--- src/rtl/atx_pkg.sv ---
package atx_pkg;

   typedef enum logic [2:0] {
      PH_IDLE  = 3'd0,
      PH_START = 3'd1,
      PH_DATA  = 3'd2,
      PH_PAR   = 3'd3,
      PH_STOP1 = 3'd4,
      PH_STOP2 = 3'd5
   } phase_t;

   typedef enum logic [1:0] {
      PM_NONE = 2'b00,
      PM_RSVD = 2'b01,
      PM_EVEN = 2'b10,
      PM_ODD  = 2'b11
   } par_mode_t;

   localparam int PAR_TREE  = 0;
   localparam int PAR_CHAIN = 1;

endpackage

--- src/rtl/atx_fmt.sv ---
module atx_fmt #(
   parameter int DATA_W = 9,
   parameter int MIN_W  = 5,
   parameter int LEN_W  = $clog2(DATA_W + 1)
) (
   input  logic [DATA_W-1:0] raw_data,
   input  logic [LEN_W-1:0]  raw_len,
   input  logic [1:0]        raw_par,
   output logic [DATA_W-1:0] norm_data,
   output logic [LEN_W-1:0]  norm_len,
   output logic              par_en,
   output logic              par_odd
);
   import atx_pkg::*;

   localparam logic [LEN_W-1:0] LEN_LO = LEN_W'(MIN_W);
   localparam logic [LEN_W-1:0] LEN_HI = LEN_W'(DATA_W);

   always_comb begin
      if (raw_len < LEN_LO)
         norm_len = LEN_LO;
      else if (raw_len > LEN_HI)
         norm_len = LEN_HI;
      else
         norm_len = raw_len;
   end

   for (genvar i = 0; i < DATA_W; i++) begin : g_mask
      if (i < MIN_W) begin : g_always
         assign norm_data[i] = raw_data[i];
      end else begin : g_cond
         assign norm_data[i] = raw_data[i] & (norm_len > LEN_W'(i));
      end
   end

   always_comb begin
      case (par_mode_t'(raw_par))
         PM_EVEN: begin par_en = 1'b1; par_odd = 1'b0; end
         PM_ODD:  begin par_en = 1'b1; par_odd = 1'b1; end
         default: begin par_en = 1'b0; par_odd = 1'b0; end
      endcase
   end

endmodule

--- src/rtl/atx_parity.sv ---
module atx_parity #(
   parameter int W     = 9,
   parameter int STYLE = 0
) (
   input  logic [W-1:0] bits,
   input  logic         odd,
   output logic         par
);
   import atx_pkg::*;

   logic sum;

   if (STYLE == PAR_TREE) begin : g_tree
      assign sum = ^bits;
   end else begin : g_chain
      logic [W:0] acc;
      assign acc[0] = 1'b0;
      for (genvar i = 0; i < W; i++) begin : g_stage
         assign acc[i+1] = acc[i] ^ bits[i];
      end
      assign sum = acc[W];
   end

   assign par = sum ^ odd;

endmodule

--- src/rtl/atx_hold.sv ---
module atx_hold #(
   parameter int W = 16
) (
   input  logic         clk,
   input  logic         rst,
   input  logic         set,
   input  logic         clr,
   input  logic [W-1:0] d,
   output logic [W-1:0] q,
   output logic         full
);

   always_ff @(posedge clk) begin
      if (rst) begin
         full <= 1'b0;
         q    <= '0;
      end else if (set) begin
         full <= 1'b1;
         q    <= d;
      end else if (clr) begin
         full <= 1'b0;
      end
   end

endmodule

--- src/rtl/atx_frame.sv ---
module atx_frame #(
   parameter int DATA_W = 9,
   parameter int LEN_W  = $clog2(DATA_W + 1)
) (
   input  logic              clk,
   input  logic              rst,
   input  logic              tick,
   input  logic              have,
   input  logic [DATA_W-1:0] s_data,
   input  logic [LEN_W-1:0]  s_len,
   input  logic              s_par_en,
   input  logic              s_par_bit,
   input  logic              s_two,
   output logic              tx,
   output logic              idle,
   output logic              last_stop,
   output logic              launch
);
   import atx_pkg::*;

   phase_t            phase;
   logic [DATA_W-1:0] shreg;
   logic [LEN_W-1:0]  cnt;
   logic [LEN_W-1:0]  len_q;
   logic              par_en_q;
   logic              par_q;
   logic              two_q;
   logic              tx_q;

   assign idle      = (phase == PH_IDLE);
   assign last_stop = (phase == PH_STOP2) || ((phase == PH_STOP1) && !two_q);
   assign launch    = tick && have && (idle || last_stop);
   assign tx        = tx_q;

   always_ff @(posedge clk) begin
      if (rst) begin
         phase    <= PH_IDLE;
         tx_q     <= 1'b1;
         shreg    <= '0;
         cnt      <= '0;
         len_q    <= '0;
         par_en_q <= 1'b0;
         par_q    <= 1'b0;
         two_q    <= 1'b0;
      end else if (launch) begin
         phase    <= PH_START;
         tx_q     <= 1'b0;
         shreg    <= s_data;
         cnt      <= '0;
         len_q    <= s_len;
         par_en_q <= s_par_en;
         par_q    <= s_par_bit;
         two_q    <= s_two;
      end else if (tick) begin
         case (phase)
            PH_START: begin
               tx_q  <= shreg[0];
               shreg <= shreg >> 1;
               cnt   <= LEN_W'(1);
               phase <= PH_DATA;
            end
            PH_DATA: begin
               if (cnt == len_q) begin
                  if (par_en_q) begin
                     tx_q  <= par_q;
                     phase <= PH_PAR;
                  end else begin
                     tx_q  <= 1'b1;
                     phase <= PH_STOP1;
                  end
               end else begin
                  tx_q  <= shreg[0];
                  shreg <= shreg >> 1;
                  cnt   <= cnt + LEN_W'(1);
               end
            end
            PH_PAR: begin
               tx_q  <= 1'b1;
               phase <= PH_STOP1;
            end
            PH_STOP1: begin
               tx_q  <= 1'b1;
               phase <= two_q ? PH_STOP2 : PH_IDLE;
            end
            PH_STOP2: begin
               tx_q  <= 1'b1;
               phase <= PH_IDLE;
            end
            default: begin
               tx_q  <= 1'b1;
               phase <= PH_IDLE;
            end
         endcase
      end
   end

endmodule

--- src/rtl/async_tx.sv ---
module async_tx #(
   parameter int DATA_W    = 9,
   parameter int MIN_W     = 5,
   parameter int PAR_STYLE = 0,
   localparam int LEN_W    = $clog2(DATA_W + 1)
) (
   input  logic              clk,
   input  logic              rst,
   input  logic              bit_tick,
   input  logic              in_valid,
   output logic              in_ready,
   input  logic [DATA_W-1:0] in_data,
   input  logic [LEN_W-1:0]  cfg_len,
   input  logic [1:0]        cfg_par,
   input  logic              cfg_two_stop,
   output logic              tx
);
   import atx_pkg::*;

   localparam int HW = DATA_W + LEN_W + 3;

   if (MIN_W < 1 || DATA_W < MIN_W) begin : g_bad_width
      $error("async_tx: need 1 <= MIN_W <= DATA_W");
   end
   if (PAR_STYLE != PAR_TREE && PAR_STYLE != PAR_CHAIN) begin : g_bad_style
      $error("async_tx: PAR_STYLE must be 0 or 1");
   end

   logic [DATA_W-1:0] n_data;
   logic [LEN_W-1:0]  n_len;
   logic              n_par_en;
   logic              n_par_odd;
   logic              n_par_bit;
   logic [HW-1:0]     in_vec;
   logic [HW-1:0]     hold_q;
   logic [HW-1:0]     src;
   logic              full;
   logic              take;
   logic              launch;
   logic              idle;
   logic              last_stop;

   atx_fmt #(.DATA_W(DATA_W), .MIN_W(MIN_W), .LEN_W(LEN_W)) u_fmt (
      .raw_data  (in_data),
      .raw_len   (cfg_len),
      .raw_par   (cfg_par),
      .norm_data (n_data),
      .norm_len  (n_len),
      .par_en    (n_par_en),
      .par_odd   (n_par_odd)
   );

   atx_parity #(.W(DATA_W), .STYLE(PAR_STYLE)) u_par (
      .bits (n_data),
      .odd  (n_par_odd),
      .par  (n_par_bit)
   );

   assign in_vec   = {n_data, n_len, n_par_en, n_par_bit, cfg_two_stop};
   assign in_ready = !full && (idle || last_stop);
   assign take     = in_valid && in_ready;
   assign src      = full ? hold_q : in_vec;

   atx_hold #(.W(HW)) u_hold (
      .clk  (clk),
      .rst  (rst),
      .set  (take && !launch),
      .clr  (launch),
      .d    (in_vec),
      .q    (hold_q),
      .full (full)
   );

   atx_frame #(.DATA_W(DATA_W), .LEN_W(LEN_W)) u_frame (
      .clk       (clk),
      .rst       (rst),
      .tick      (bit_tick),
      .have      (full || take),
      .s_data    (src[HW-1 -: DATA_W]),
      .s_len     (src[LEN_W+2 -: LEN_W]),
      .s_par_en  (src[2]),
      .s_par_bit (src[1]),
      .s_two     (src[0]),
      .tx        (tx),
      .idle      (idle),
      .last_stop (last_stop),
      .launch    (launch)
   );

endmodule

--- config.mk ---
export PLATFORM = sky130hd
export DESIGN_NAME = async_tx
export DESIGN_NICKNAME = d
export VERILOG_FILES = /design/src/rtl/atx_pkg.sv /design/src/rtl/atx_fmt.sv /design/src/rtl/atx_parity.sv /design/src/rtl/atx_hold.sv /design/src/rtl/atx_frame.sv /design/src/rtl/async_tx.sv
export SDC_FILE = /design/constraint.sdc
export NUM_CORES = 1
export LEC_CHECK = 0
export BUFFER_PORTS_ARGS = -buffer_cell sky130_fd_sc_hd__buf_2
export CAP_MARGIN = 20
export CORE_MARGIN = 4
export CORE_UTILIZATION = 50
export DETAILED_ROUTE_END_ITERATION = 8
export GPL_ROUTABILITY_DRIVEN = 0
export PLACE_DENSITY_LB_ADDON = 0.25
export SLEW_MARGIN = 20
export SYNTH_ARGS = -nofsm -noshare
export SYNTH_HDL_FRONTEND = slang
export SYNTH_SLANG_ARGS = --single-unit
--- constraint.sdc ---
create_clock -name clk -period 1.9 [get_ports clk]
set_input_delay 0.285 -clock clk [delete_from_list [all_inputs] [get_ports clk]]
set_output_delay 0.285 -clock clk [all_outputs]
set_load 0.01 [all_outputs]
# After elaboration in Yosys (flattened, before gate mapping)
# Cells that the tools add are included.
# op_classes
n_addsub,1
magnitude_cmp,6
eq_ne,12
muxes,24
bitwise,5
n_reduce_logical,24
# ops
operator,n
$mux 9,3
$pmux 9 s2,1
$mux 16,1
$gt 4x3->1 const B,3
$mux 4,3
$pmux 3 s4,1
$mux 1,10
$mux 3,3
$reduce_xor 9->1,1
$gt 4x4->1 const B,2
$pmux 4 s2,1
$eq 3x2->1 const B,2
$eq 3x3->1 const B,2
$logic_and 1x1->1,6
$reduce_and 3->1,2
$reduce_bool 2->1,3
$add 4x1->4 const B,1
$and 1x1->1,4
$eq 2x2->1 const B,2
$eq 4x4->1,1
$lt 4x3->1 const B,1
$reduce_and 2->1,2
$reduce_or 2->1,2
$eq 3x1->1 const B,1
other kinds (10),14
# totals
regBits,41
input_bits,20
output_inout_bits,2
elab_cells,83

# Depth between registers and ports, before layout
# Gate-level depths: netlist of the first run.
# depth
ltp_word,12
mapped_depth,8
depth_no_buf,5

# Cells and area by module
# A second synthesis of the first run with hierarchy kept.
# hier_totals
cells_unflattened,296
hier_area_um2,2607.5
# modules_own_cells
module,instances,cells_per_inst,area_each_um2,seq_area_each_um2
atx_frame,1,191,1497.7,480.5
atx_hold,1,56,616.8,340.3
async_tx,1,23,280.3,0.0
atx_fmt,1,18,121.4,0.0
atx_parity,1,8,91.3,0.0

# Worst setup path before layout of the first run
# No wires, ideal clock.
# synth_timing
path_kind,register to register
from,register u_frame.cnt[2]
to,register u_frame.tx_q (netlist: u_frame.tx)
setup_ps,122
arrival_time_ps,1623
t_required_ps,1778
path_slack_ps,155
path_stages_with_launch,6
n_path_buf,0
period_less_slack_ps,1745
path_cell_list,dfxtp_1 -> xor2_1 -> or4_4 -> nor4b_2 -> nor3_1 -> a221o_1
# synth_via
elab_chain_len,5
# synth_lines
item,line_no,source
start: declaration,atx_frame.sv:23,logic [LEN_W-1:0] cnt;
start signal: assignment,atx_frame.sv:74,cnt <= cnt + LEN_W'(1);
$eq 4x4->1,atx_frame.sv:63,if (cnt == len_q) begin
$mux 1,atx_frame.sv:63,
$pmux 1 s2,atx_frame.sv:55,case (phase)
$mux 1,atx_frame.sv:54,end else if (tick) begin
$mux 1,atx_frame.sv:45,end else if (launch) begin
end signal: assignment,atx_frame.sv:57,tx_q <= shreg[0];
end signal: assignment,atx_frame.sv:65,tx_q <= par_q;
end signal: assignment,atx_frame.sv:72,tx_q <= shreg[0];
end: declaration,atx_frame.sv:28,logic tx_q;
# No other way between the ends. The select of a mux whose other input is x is not followed.
# A chain may end at the register's enable or synchronous reset.

# Final worst setup path of the first run
# Same ends and word-level chain as after synthesis.

==> metrics.txt, run 1 <==
Vias 1,820; total count of max-transition violations in the final report 0; Post-Syn Area per Cell 8.42 sq um; Area Overhead vs Synth 14.1%; Max Fclk 547 MHz; number of clock sinks 41; adder and majority cell fraction of the synthesized area 0.588%; post-synthesis instance area 2130 sq um; DR vias/cell 5.55; Sequential Power Share 47.8%; half-perimeter wire length after detailed placement 3290 microns; cell types occupying the most area after synthesis sky130_fd_sc_hd__dfxtp_1, sky130_fd_sc_hd__nand2_1, sky130_fd_sc_hd__a21oi_1, sky130_fd_sc_hd__mux2_2, sky130_fd_sc_hd__a22oi_1; #FFs+latches synth 41; H-tree Lvls 2; highest net fanout along the worst path 3; vias in the first global route 1,770; Chip Width 73.3 microns; Max-cap violations 0; leading post-synthesis cells by instance count sky130_fd_sc_hd__dfxtp_1, sky130_fd_sc_hd__nand2_1, sky130_fd_sc_hd__a21oi_1; post-route minimum period 1830 ps; Startpoint Class flip-flop; root cell of the clock tree sky130_fd_sc_hd__clkbuf_8; number of flops mapped to enable cells by yosys 0; number of remaining DRC errors 0; largest family of logic cells by synthesized area simple AND/OR/NAND/NOR gates; most repeated cell in the gate-level netlist after synthesis sky130_fd_sc_hd__dfxtp_1; share of post-route cells with drive strength above 1 23.0%; final cell count without fillers 328; share of synthesized area occupied by flip-flops and latches 38.5%; Crit path largest cell delay 560 ps; clock tree buffer depth 2; switching power share of the total 27.7%; final count of hold timing violations 0; final routed wirelength across all metal layers 4710 microns; maximum number of pins on one net before global-route repair 33; die boundary height 73.3 microns; area fraction of the dominant cell type after synthesis 38.5%; DR WL/cell 14.4 microns; transition time at the pin with the least slew margin 561 ps; relative max-transition margin 62.6%; Cell Count Post-Placement 320; worst path bufs/invs 0; count of cell types in the netlist 50; worst vdd ir 0.526 mV; family with the most delay on the worst path simple AND/OR/NAND/NOR gates; final worst clock skew 3.77 ps; Pwr per Cell Area 811 nW/um^2; worst-case setup margin in the final layout 71.2 ps; Synth Area in Compound Gates 20.0%; part of the total power dissipated in combinational logic 20.3%; boundary pin count 22; drt pass-1 iters 4; crit share post-route 96.3%; Final setup viols 0; cell with the biggest individual delay on the critical path sky130_fd_sc_hd__or4_4; Post-Syn Instances 253; core box area 4060 sq um; final total negative setup slack 0 ps; fraction of the mapped netlist area in simple logic gates 23.7%; post-detailed-route count of antenna-violating nets 0; most area-hungry cell type in the Yosys netlist sky130_fd_sc_hd__dfxtp_1; primary flip-flop cell chosen by synthesis mapping sky130_fd_sc_hd__dfxtp_1; 1st-iter DRT viols 111; initial core utilization 52.5%; count of inserted antenna diode cells 0; Data required, critical path 2090 ps; mux contribution to synthesized area 5.11%; Sw Pwr 0.000547 W; all-layer global routing usage 19.8%; cell-by-cell listing of the critical path xor2_1 -> or4_4 -> nor4b_4 -> nor3_1 -> a221o_1; die area 5370 sq um; number of clock buffers inserted by TritonCTS 5; clock tree from TritonCTS built; hold crit path type primary input to flip-flop; clock-pin slew of the registers on the worst-case setup and hold paths 80 ps; relative contribution of the clock network to total power 31.8%; leftover overflow at the end of global routing 0; global-route wire length before repair 8180 microns; worst-skew pair later-pin latency 290 ps; Critical Setup Path Class flip-flop to flip-flop; XOR/XNOR share of the synthesized area 6.40%; number of buffers inserted by port buffering 21; share of flip-flops with an asynchronous set or reset after synthesis 0%; pre-CTS setup slack 82.4 ps; number of filler cells placed in the layout 391; data arrival at the endpoint of the critical path 2020 ps; area of all sequential standard cells 823 sq um; Post-CTS Setup Inserts 0; number of nets in the finished design 298; initial antenna violation count 0; area taken by multi-input logic gates 1200 sq um; number of synthesis warnings 0; Synthesized Nets 274; row count 23; setup repair after global routing missed its margin false; outcome finished clean; Final Power 0.00197 W; critical path endpoint category flip-flop; leakage dissipation 0.934 nW; internal power summed over all cells 0.00142 W
## placed cells by master (no fill, tap or decap), types with 2 or more instances in the layout
cell	count
sky130_fd_sc_hd__nor2b_1	3
sky130_fd_sc_hd__dfxtp_2	2
sky130_fd_sc_hd__a22oi_1	10
sky130_fd_sc_hd__and2b_1	2
sky130_fd_sc_hd__nand3b_1	2
sky130_fd_sc_hd__xor2_1	8
sky130_fd_sc_hd__o21ai_0	5
sky130_fd_sc_hd__clkbuf_8	7
sky130_fd_sc_hd__a21oi_1	27
sky130_fd_sc_hd__mux2_2	7
sky130_fd_sc_hd__nand2b_1	4
sky130_fd_sc_hd__buf_4	14
sky130_fd_sc_hd__nand2_1	37
sky130_fd_sc_hd__nor2_1	18
sky130_fd_sc_hd__nor3_1	8
sky130_fd_sc_hd__or2_2	2
sky130_fd_sc_hd__buf_2	21
sky130_fd_sc_hd__inv_1	3
sky130_fd_sc_hd__dfxtp_1	39
sky130_fd_sc_hd__a31oi_1	2
sky130_fd_sc_hd__o211ai_1	2
sky130_fd_sc_hd__mux2i_1	3
sky130_fd_sc_hd__xnor2_1	5
sky130_fd_sc_hd__a211oi_1	7
sky130_fd_sc_hd__nand3_1	13
## logic make-up after synthesis
kind of cell / count (synthesis)
AND/OR/NAND/NOR: 100
multiplexers: 10
XOR/XNOR: 14
flip-flops: 41
buffers and inverters: 22
AO/OA/AOI/OAI: 65
adder cells (fa/ha/maj): 1
## metrics by stage
stage               instance area, sq um  util [%]  hold slack [ps]
finish                              2430      59.9              244
global route                        2430      59.9              255
CTS                                 2420      59.5              243
detailed placement                  2310      57.0              447
global placement                    2310      57.0              440
floorplan                           2130         -              361
## final timing paths
path,from,cells after the start,endpoint,slack (ps)
min reg2reg,u_hold.q[7],2,u_hold.q[7],460
min,cfg_two_stop,3,u_hold.q[0],240
max reg2reg,u_frame.cnt[2],5,u_frame.tx,70
max,u_frame.cnt[2],5,u_frame.tx,70
## power by group through the flow
| stage | clock [W] | sequential (W) | combinational [W] |
|---|---|---|---|
| after floorplan | 0 | 0.000953 | 0.000291 |
| after global placement | 0 | 0.000960 | 0.000388 |
| after detailed placement | 0 | 0.000961 | 0.000394 |
| after CTS | 0.000647 | 0.000941 | 0.000397 |
| after global routing | 0.000690 | 0.000950 | 0.000444 |
| final | 0.000627 | 0.000942 | 0.000401 |
## worst register-to-register path: stages (launching register included)
cell and delay (ps):
sky130_fd_sc_hd__dfxtp_2 340, sky130_fd_sc_hd__xor2_1 180, sky130_fd_sc_hd__or4_4 560, sky130_fd_sc_hd__nor4b_4 250, sky130_fd_sc_hd__nor3_1 80, sky130_fd_sc_hd__a221o_1 310
## final cells by class
| cell class | instances | area share, % |
|---|---|---|
| clock inverters | 1 | 0.206 |
| flip-flops and latches | 41 | 33.9 |
| inverters | 3 | 0.463 |
| multi-input cells | 190 | 49.4 |
| clock buffers | 7 | 3.96 |
| well taps | 50 | 2.57 |
| repair buffers | 36 | 9.47 |
## per-layer routing
layer / share of wire (%) / vias up / wire length [microns] / global-route usage (%)
li1: - / 945 / - / -
met1: 49 / 828 / 2310 / 27.2
met2: 44 / 37 / 2070 / 29.4
met3: 4.9 / 10 / 229 / 5.47
met4: 2.2 / 0 / 103 / 7.58
met5: 0 / - / 0 / 0
## flip-flops by register name (all words and copies together) (netlist names)
signal / count
u_frame.cnt: 4
u_frame.len_q: 4
u_frame.par_en_q: 1
u_frame.par_q: 1
u_frame.phase: 3
u_frame.shreg: 9
u_frame.two_q: 1
u_frame.tx: 1
u_hold.full: 1
u_hold.q: 16
## repair_timing
| item | 4_1_cts | 5_1_grt |
|---|---|---|
| resized for setup | 0 | 5 |
| setup endpoints to repair | 0 | 12 |
| hold buffers | 0 | 0 |
(Power assumes the default switching activity.)
==> inputs of run 2 (changes only) <==
CORE_UTILIZATION = 52   (was 50)
CTS_CLUSTER_SIZE = 25   (was unset)
==> metrics.txt, run 2 (synthesis gave the netlist of run 1 again) <==
outcome finished clean; relative max-transition margin 57.5% (-5.1 points); DR WL/cell 14.0 microns (-2.3%); share of post-route cells with drive strength above 1 21.7% (-1.4 points); die boundary height 72.0 microns (-1.7%); Max Fclk 558 MHz (+2.1%); DR vias/cell 5.69 (+2.6%); leftover overflow at the end of global routing 0 (unchanged); Critical Setup Path Class flip-flop to flip-flop; all-layer global routing usage 18.6% (-1.2 points); start point of the worst hold path cfg_two_stop; number of clock buffers inserted by TritonCTS 5 (unchanged); post-detailed-route count of antenna-violating nets 0 (unchanged); area taken by multi-input logic gates 1190 sq um (-0.83%); initial antenna violation count 0 (unchanged); vias in the first global route 1,661 (-6.2%); Chip Width 72.0 microns (-1.7%); number of filler cells placed in the layout 350 (-10%); half-perimeter wire length after detailed placement 3150 microns (-4.3%); root cell of the clock tree sky130_fd_sc_hd__clkbuf_8; count of cells resized by post-cts repair 0 (unchanged); Max-cap violations 0 (unchanged); crit share post-route 94.3% (-2.0 points); largest register by flop count u_hold.q; number of clock sinks 41 (unchanged); Vias 1,850 (+1.6%); most used cells in the layout excluding fill and tap cells sky130_fd_sc_hd__dfxtp_1, sky130_fd_sc_hd__nand2_1, sky130_fd_sc_hd__a21oi_1; die area 5180 sq um (-3.4%); Final setup viols 0 (unchanged); count of inserted antenna diode cells 0 (unchanged); H-tree Lvls 2 (unchanged); area of all sequential standard cells 821 sq um (-0.30%); hold crit path type primary input to flip-flop; worst-skew pair later-pin latency 290 ps (about the same); number of remaining DRC errors 0 (unchanged); critical path endpoint category flip-flop; final routed wirelength across all metal layers 4560 microns (-3.2%); clock-pin slew of the registers on the worst-case setup and hold paths 80 ps (about the same); maximum number of pins on one net before global-route repair 36 (+9.1%); summed area of non-filler cells in the final layout 2420 sq um (-0.51%); most common cell after layout, fill and taps aside sky130_fd_sc_hd__dfxtp_1; Data required, critical path 2080 ps (about the same); final count of hold timing violations 0 (unchanged); post-route minimum period 1790 ps (-37.9 ps); leakage dissipation 0.931 nW (-0.34%); global-route wire length before repair 7710 microns (-5.8%); Final Power 0.00201 W (+2.1%); boundary pin count 22 (unchanged); worst setup path startpoint u_frame.cnt[2]; flip-flop count of the largest register, all copies and words added 16 (unchanged); Post-CTS Setup Inserts 0 (unchanged); setup repair after global routing missed its margin false; core box area 3800 sq um (-6.4%); row count 22 (-4.3%); clock tree from TritonCTS built; number of buffers inserted by port buffering 21 (unchanged); share of the core filled with cells 63.6% (+3.8 points); Pwr per Cell Area 832 nW/um^2 (+2.6%); total count of max-transition violations in the final report 0 (unchanged); initial core utilization 56.1% (+3.6 points); highest net fanout along the worst path 3 (unchanged); Startpoint Class flip-flop; number of nets in the finished design 298 (unchanged); Post-CTS Hold Fix Bufs 0 (unchanged); Critical R2R Launch u_frame.cnt[2]; Regs by FF count u_hold.q: 16 flops, u_frame.shreg: 9 flops; 1st-iter DRT viols 155 (+40%); clock tree buffer depth 2 (unchanged); worst vdd ir 0.535 mV (+1.6%); worst hold slack 236 ps (-7.42 ps); Area Overhead vs Synth 13.5%; transition time at the pin with the least slew margin 638 ps (+76.8 ps); data arrival at the endpoint of the critical path 1980 ps (-40 ps); Hold Path Cell Cnt 3 (unchanged); drt pass-1 iters 4 (unchanged); Area after DPL 2310 sq um (-0.11%); final total negative setup slack 0 ps (unchanged); final worst clock skew 4.16 ps (+0.388 ps); R2R cell count 5 (unchanged)
## run 2: cell types whose count changed in the layout (fill, tap and decap cells not counted)
cell                        delta
sky130_fd_sc_hd__dfxtp_2       -2
sky130_fd_sc_hd__dfxtp_1       +2
sky130_fd_sc_hd__and2_1        +1
sky130_fd_sc_hd__nor4b_2       +1
sky130_fd_sc_hd__clkbuf_8      -2
sky130_fd_sc_hd__nor4b_4       -1
sky130_fd_sc_hd__and2_2        -1
sky130_fd_sc_hd__bufinv_16     +1
## run 2: path summary, 6_finish.rpt
kind	endpoint	slack (ps)
worst min register to register	u_hold.q[0]	460
worst max-delay path	u_frame.tx	110
worst max register to register	u_frame.tx	110
worst min-delay path	u_hold.q[0]	240
## run 2: power breakdown
group	internal, W	leakage [nW]	switching [W]	total (W)
logic	0.000184	0.542	0.000213	0.000396
clock network	0.000382	0.0540	0.000292	0.000674
registers	0.000909	0.334	0.0000318	0.000941
total	0.00147	0.931	0.000537	0.00201
## run 2: routing by layer
layer	wire length (microns)	up-vias	global-route usage, %	part of all wire, %
met5	0	-	0	0
met4	49	0	4.38	1.1
met3	244	6	4.16	5.3
met2	2120	46	30.1	47
met1	2150	851	25.3	47
li1	-	947	-	-
## run 2: per-stage QoR
stage / setup WS, ps / std cells
2_1_floorplan: 155 / 253
3_3_place_gp: 143 / 318
3_5_place_dp: 104 / 318
4_1_cts: 95.5 / 325
5_1_grt: 26.5 / 325
6_report: 109 / 325
## run 2: worst max-delay path, cell delays in order (launching register included)
cell,delay (ps)
sky130_fd_sc_hd__dfxtp_1,330
sky130_fd_sc_hd__xor2_1,180
sky130_fd_sc_hd__or4_4,540
sky130_fd_sc_hd__nor4b_2,260
sky130_fd_sc_hd__nor3_1,70
sky130_fd_sc_hd__a221o_1,310
## run 2: layout make-up
class / count / area share [%]
clock inverter: 2 / 1.45
timing repair buffer: 36 / 9.52
clock buffer: 5 / 2.85
sequential: 41 / 34.0
multi-input combinational: 190 / 49.3
inverter: 3 / 0.466
tap: 48 / 2.48
